## src/rtl/pdiv_pkg.sv

```systemverilog
`timescale 1ns/1ps
package pdiv_pkg;
  // Width of the free-running time-base counter (32768 states).
  localparam int PdCntW  = 15;
  // Width of the rate-select field.
  localparam int PdCodeW = 4;

  // Strobes and qualifiers from control to datapath.
  typedef struct packed {
    logic              advance;    // time-base strobe this cycle
    logic              active;     // nonzero code and enable set
    logic              irqGate;    // interrupt request allowed
    logic [PdCntW-1:0] boundMask;  // period-1, low bits that must be zero
  } pdiv_ctl_t;
endpackage

```

## src/rtl/pdiv_ctrl.sv

```systemverilog
`timescale 1ns/1ps
module pdiv_ctrl
  import pdiv_pkg::*;
#(
  parameter int ALIAS_LIMIT = 2,  // codes 1..ALIAS_LIMIT are remapped
  parameter int ALIAS_ADD   = 7   // remap offset for those codes
) (
  input  logic               clk,
  input  logic               rst_n,
  input  logic               tickEn,
  input  logic [PdCodeW-1:0] rateCode,
  input  logic               pieIn,
  output pdiv_ctl_t          ctl
);
  localparam int ExpW = PdCodeW + 1;

  logic [ExpW-1:0]   effCode;
  logic [ExpW-1:0]   shiftAmt;
  logic              codeOn;
  logic [PdCntW-1:0] maskBits;

  always_comb begin
    codeOn = (rateCode != '0);
    if (codeOn && (int'(rateCode) <= ALIAS_LIMIT))
      effCode = ExpW'(rateCode) + ExpW'(ALIAS_ADD);
    else
      effCode = ExpW'(rateCode);
    shiftAmt = codeOn ? (effCode - ExpW'(1)) : '0;
  end

  // Thermometer mask: bit i set when i is below the period exponent.
  for (genvar gi = 0; gi < PdCntW; gi++) begin : g_mask
    assign maskBits[gi] = codeOn && (ExpW'(gi) < shiftAmt);
  end

  always_comb begin
    ctl.advance   = tickEn;
    ctl.active    = codeOn && pieIn;
    ctl.irqGate   = pieIn;
    ctl.boundMask = maskBits;
  end

  // an active period is a contiguous low mask of at least two bits.
  p_mask_shape_r3: assert property (@(posedge clk) disable iff (!rst_n)
    ctl.active |-> ((((ctl.boundMask + 1'b1) & ctl.boundMask) == '0)
                    && (ctl.boundMask[1:0] == 2'b11)));

  // aliased codes select 128 and 256 strobe periods.
  p_alias_period_r4: assert property (@(posedge clk) disable iff (!rst_n)
    (rateCode == 4'd1) |-> ($countones(ctl.boundMask) == 7));
endmodule

```

## src/rtl/pdiv_datapath.sv

```systemverilog
`timescale 1ns/1ps
module pdiv_datapath
  import pdiv_pkg::*;
(
  input  logic      clk,
  input  logic      rst_n,
  input  pdiv_ctl_t ctl,
  output logic      flagPulse,
  output logic      irqPulse
);
  logic [PdCntW-1:0] baseCount;
  logic [PdCntW-1:0] nextCount;
  logic              onBoundary;
  logic              hit;

  always_comb begin
    nextCount  = baseCount + 1'b1;
    onBoundary = ((nextCount & ctl.boundMask) == '0);
    hit        = ctl.advance && ctl.active && onBoundary;
  end

  always_ff @(posedge clk or negedge rst_n) begin
    if (!rst_n) begin
      baseCount <= '0;
      flagPulse <= 1'b0;
      irqPulse  <= 1'b0;
    end else begin
      if (ctl.advance) baseCount <= nextCount;
      flagPulse <= hit;
      irqPulse  <= hit && ctl.irqGate;
    end
  end

  // a pulse only follows a sampled strobe.
  p_pulse_after_strobe_r7: assert property (@(posedge clk) disable iff (!rst_n)
    flagPulse |-> $past(ctl.advance));

  // interrupt request never without the flag pulse.
  p_irq_with_flag_r7: assert property (@(posedge clk) disable iff (!rst_n)
    irqPulse |-> flagPulse);

  // pulses last a single cycle (shortest period is four strobes).
  p_single_cycle_r7: assert property (@(posedge clk) disable iff (!rst_n)
    flagPulse |=> !flagPulse);

  // counter holds without a strobe.
  p_count_holds_r8: assert property (@(posedge clk) disable iff (!rst_n)
    !ctl.advance |=> $stable(baseCount));

  // counter steps by one per strobe.
  p_count_steps_r8: assert property (@(posedge clk) disable iff (!rst_n)
    ctl.advance |=> (baseCount == $past(baseCount) + 1'b1));

  // a pulse sits on an aligned count for the period in force.
  p_aligned_r5: assert property (@(posedge clk) disable iff (!rst_n)
    flagPulse |-> ((baseCount & $past(ctl.boundMask)) == '0));
endmodule

```

## src/rtl/pdiv_top.sv

```systemverilog
`timescale 1ns/1ps
module pdiv_top
  import pdiv_pkg::*;
#(
  parameter int ALIAS_LIMIT = 2,
  parameter int ALIAS_ADD   = 7
) (
  input  logic               clk,
  input  logic               rst_n,
  input  logic               tickEn,
  input  logic [PdCodeW-1:0] rateCode,
  input  logic               pieIn,
  output logic               flagSetPulse,
  output logic               irqPulse
);
  pdiv_ctl_t ctlBus;

  pdiv_ctrl #(
    .ALIAS_LIMIT(ALIAS_LIMIT),
    .ALIAS_ADD  (ALIAS_ADD)
  ) u_ctrl (
    .clk     (clk),
    .rst_n   (rst_n),
    .tickEn  (tickEn),
    .rateCode(rateCode),
    .pieIn   (pieIn),
    .ctl     (ctlBus)
  );

  pdiv_datapath u_dp (
    .clk      (clk),
    .rst_n    (rst_n),
    .ctl      (ctlBus),
    .flagPulse(flagSetPulse),
    .irqPulse (irqPulse)
  );

  // code zero keeps both outputs quiet.
  p_zero_code_quiet_r2: assert property (@(posedge clk) disable iff (!rst_n)
    (rateCode == '0) |=> (!flagSetPulse && !irqPulse));

  // enable clear keeps both outputs quiet.
  p_disabled_quiet_r6: assert property (@(posedge clk) disable iff (!rst_n)
    !pieIn |=> (!flagSetPulse && !irqPulse));
endmodule

```

## config.mk

```make
export PLATFORM = sky130hd
export DESIGN_NAME = pdiv_top
export DESIGN_NICKNAME = d
export VERILOG_FILES = /design/src/rtl/pdiv_pkg.sv /design/src/rtl/pdiv_ctrl.sv /design/src/rtl/pdiv_datapath.sv /design/src/rtl/pdiv_top.sv
export SDC_FILE = /design/constraint.sdc
export NUM_CORES = 1
export LEC_CHECK = 0
export BUFFER_PORTS_ARGS = -buffer_cell sky130_fd_sc_hd__buf_2
export CELL_PAD_IN_SITES_DETAIL_PLACEMENT = 0
export CELL_PAD_IN_SITES_GLOBAL_PLACEMENT = 1
export CORE_ASPECT_RATIO = 0.9
export CORE_MARGIN = 2
export CORE_UTILIZATION = 49
export DETAILED_ROUTE_END_ITERATION = 8
export GPL_ROUTABILITY_DRIVEN = 0
export PLACE_DENSITY = 0.81
export SETUP_SLACK_MARGIN = 0.1
export SLEW_MARGIN = 5
export SYNTH_ARGS = -nofsm -noshare
export SYNTH_HDL_FRONTEND = slang
export SYNTH_SLANG_ARGS = --single-unit
```

## constraint.sdc

```tcl
create_clock -name clk -period 5.15 [get_ports clk]
set_input_delay 0.2575 -clock clk [delete_from_list [all_inputs] [get_ports clk]]
set_output_delay 0.2575 -clock clk [all_outputs]
set_load 0.02 [all_outputs]
```

==> metrics.sh <==
RUN_STATUS='finished clean'
CLOCKROOTBUFFER='clkbuf_4'
GRT_START_MAX_NET_PINS=18
SEQ_AREA_FRAC_SYNTH_PCT=29.4
CLOCK_SKEW_NS=0.00629
WORST_IR_DROP_VDD_uV=213
PERIOD_NEEDED_NS=2.84
ENDPOINT_KIND='flip-flop'
FP.COREAREA_UM2=2770
ANT_NETS=0
FIRST_GLOBAL_VIAS=1081
CTS_REPAIR_RESIZE_COUNT=0
CP_NUM_BUF_INV=2
SLOWEST_DELAY_NS=0.38
TNS_NS=0
ROUTED_WIRE_LENGTH_MM=3.05
CRITICAL_PATH_SLOWEST_STAGE_CELL='a221oi_1'
WORSTPATHREQUIRED_NS=5.33
CTS_TREE='done'
DRV_SLEW=0
SYNTH_EDF_COUNT=0
DIE-AREA_UM2=3400
MAX_SLEW.WORST_PIN.SLEW_NS=0.508
RSZ0062_AT_GRT='false'
HOLD_PATH.CLASS='in -> reg'
POST_SYNTH.CELL_AREA_AVG_UM2=8.65
CRITPATHMAXFANOUT=9
DPL_WORST_SLACK_NS=2.05
DRV.MAX_CAP_VIOLATION_COUNT=0
CRIT_PATH_FREQUENT_CELL='ha_1'
YS_FF_LATCH=17
PORT_BUFFERS=9
WORST-SETUP-PATH-TYPE='in -> reg'
NUMBER_OF_ANTENNA_VIOLATIONS_AT_THE_FIRST_CHECK_IN_GLOBAL_ROUTING=0
SYNTH-WARNING-COUNT=0
GLOBAL_ROUTE_WIRE_LENGTH_BEFORE_REPAIR_MM=5.13
LAYOUT-DRIVE-GT1-SHARE_PCT=13.1
DRT-WIRELENGTH-PER-CELL_UM=14.7
INITIAL_CORE_UTIL_PCT=52.2
DIE_W_UM=61.2
CLOCK_PATH_BUFFERS=2
SETUP_WS_NS=2.31
POST_CTS_CLOCK_SLEW_AT_THE_LAUNCH_AND_CAPTURE_REGISTERS_OF_THE_WORST_SETUP_AND_HOLD_PATHS_NS=0.11
NUMBER_OF_ANTENNA_REPAIR_DIODES=0
DRC_ERRORS=0
POWER_LEAKAGE_nW=0.607
CRITICAL_PATH.TOP_DELAY_FAMILY='simple AND/OR/NAND/NOR gates'
HTREE_NUM_LEVELS=1
DR_TOTAL_VIAS=1226
DRT_PRE_ANTENNA_ITERS=4
SYNTH.LIB_CELLS_USED.DISTINCT=50
NETLIST_AREA_BEFORE_PLACEMENT_UM2=1450
SYNTHCELLS=167
FINISH.NET_COUNT=181
CP_CELL_SEQUENCE='buf_2 -> inv_1 -> ha_1 -> nor3_1 -> nand2_1 -> xnor2_1 -> ha_1 -> nor2b_1 -> a21oi_1 -> or2_2 -> o21bai_1 -> a221oi_1 -> nor4_1'
LAYOUT-AREA-OVERHEAD-VS-SYNTH_PCT=3.46
GLOBAL_ROUTE.OVERFLOW_TOTAL=0
LAYOUT_WORST_PATH_CYCLE_SHARE_PCT=55.1
CLOCK_SINKS=17
SYNTHARSTFLOPSHARE_PCT=100
MAPPEDNETLISTNETS=179
TIMING.FINAL.SETUP_VIOLATIONS=0
CTS-BUFFERS-INSERTED=3
DIE_Y_UM=55.5
MAX_SLEW_MARGIN_PCT=65.8
FINISH.UTILIZATION_PCT=54.0
DP_HPWL_MM=2.28
FILLER_CELL_COUNT=262
AVGVIACOUNTPERCELL=5.89
HOLD_VIOLATIONS=0
POWER_PER_CELL_AREA_nW_PER_UM2=321
GRT_USAGE_PCT=19.7
STARTPOINT_TYPE='input port'
WORST_SKEW_PAIR.LATE_LATENCY_NS=0.30
SYNTH_FF_TYPE='dfrtp_1'
CTS_SETUP_BUFFERS=0
DESIGN.PORTCOUNT=10
DRT-INITIAL-DRC-COUNT=96
ROWS=18
MAX_FREQ_MHz=353
ARRIVAL_NS=3.02
kinds of logic (layout without fill, tap and decap cells):
family          Yosys count  in the layout  synth area share (%)
simple gates             69             69                  25.8
compound gates           33             33                  18.6
fa+ha+maj                 4              4                  3.46
buf+inv                  20             21                  7.71
mux                       3              3                  2.25
flops                    17             17                  29.4
xor+xnor                 21             21                  12.7
metrics by stage:
stage               instance area [µm²]  power, mW  std cells  hold slack [ns]
floorplan                          1450      0.373        167          -0.0381
global placement                   1460      0.398        203            0.211
detailed placement                 1460      0.403        203            0.219
CTS                                1500      0.480        208            0.320
global route                       1500      0.523        208            0.328
finish                             1500      0.480        208            0.319
cell usage after synthesis, types with 2 or more instances:
library cell | instances | area, µm²
a21boi_0 | 2 | 15.0
ha_1 | 4 | 50.1
xnor2_1 | 11 | 96.3
a21oi_1 | 3 | 15.0
nor4_1 | 6 | 37.5
a31oi_1 | 5 | 31.3
inv_1 | 7 | 26.3
nor3_1 | 3 | 15.0
a2bb2oi_1 | 2 | 17.5
clkbuf_1 | 4 | 15.0
dfrtp_1 | 17 | 425
nor2_1 | 10 | 37.5
and4_1 | 2 | 17.5
nand2_1 | 15 | 56.3
or3_1 | 2 | 12.5
buf_2 | 4 | 20.0
nand4_1 | 10 | 62.6
and3_1 | 2 | 12.5
o21ai_0 | 3 | 15.0
nor2b_1 | 4 | 25.0
buf_6 | 4 | 45.0
mux2_2 | 2 | 22.5
xor2_1 | 10 | 87.6
nand2b_1 | 4 | 25.0
nand3_1 | 6 | 30.0
final cells by class:
class / count / area (µm²) / share of cell area [%]
Timing Repair Buffer: 10 / 55.1 / 3.68
Clock buffer: 3 / 22.5 / 1.51
Clock inverter: 1 / 7.51 / 0.502
Tap cell: 40 / 50.0 / 3.35
Multi-Input combinational cell: 130 / 908 / 60.8
Inverter: 7 / 26.3 / 1.76
Sequential cell: 17 / 425 / 28.5
where the power goes:
part           switching, mW  internal [mW]
clock                 0.0464         0.0296
combinational         0.0991         0.0822
sequential            0.0601          0.162
total                  0.206          0.274
per-layer routing:
metal / track usage, % / up-vias / part of all wire (%) / wire length, µm
met1: 29.4 / 574 / 49 / 1500
met5: 0 / - / 0 / 0
met2: 27.5 / 29 / 44 / 1330
met4: 5.59 / 0 / 1.9 / 57
met3: 5.39 / 6 / 5.1 / 156
li1: - / 617 / - / -
final timing paths:
| check | from | endpoint | slack [ns] | cells after the start |
|---|---|---|---|---|
| setup / recovery | rateCode[0] | u_dp.irqPulse$_DFF_PN0_ | 2.31 | 13 |
| hold / removal | tickEn | u_dp.baseCount[13]$_DFFE_PN0P_ | 0.32 | 2 |
| setup reg to reg | u_dp.baseCount[0]$_DFFE_PN0P_ | u_dp.irqPulse$_DFF_PN0_ | 2.40 | 7 |
| hold reg to reg | u_dp.baseCount[14]$_DFFE_PN0P_ | u_dp.baseCount[14]$_DFFE_PN0P_ | 0.50 | 1 |
| max in group asynchronous | rst_n | u_dp.baseCount[4]$_DFFE_PN0P_ | 4.46 | 2 |
| min in group asynchronous | rst_n | u_dp.baseCount[2]$_DFFE_PN0P_ | 0.41 | 2 |
placed cells by master (no fill, tap or decap), types with 2 or more instances in the layout:
cell type,n
a21boi_0,2
a21oi_1,3
a2bb2oi_1,2
a31oi_1,5
and3_1,2
and4_1,2
buf_2,9
clkbuf_4,3
dfrtp_1,17
ha_1,4
inv_1,7
mux2_2,2
nand2_1,15
nand2b_1,4
nand3_1,6
nand4_1,10
nor2_1,10
nor2b_1,4
nor3_1,3
nor4_1,6
o21ai_0,3
or3_1,2
xnor2_1,11
xor2_1,10
registers in the layout (all words and copies together) (netlist names):
name            flops
u_dp.baseCount     15
u_dp.irqPulse       1
u_dp.flagPulse      1
worst register-to-register path, stage by stage, from the launching register on:
cell	delay [ns]
dfrtp_1	0.53
ha_1	0.40
and3_1	0.30
and2_1	0.28
mux2_2	0.37
a31oi_1	0.27
o2111ai_1	0.19
nor4_1	0.30
timing repair:
action | CTS | global route
hold endpoints to repair | 17 | 0
hold buffers | 1 | 0
endpoints found under the setup margin | 0 | 0
No activity file was read; power rests on OpenSTA's default activity.
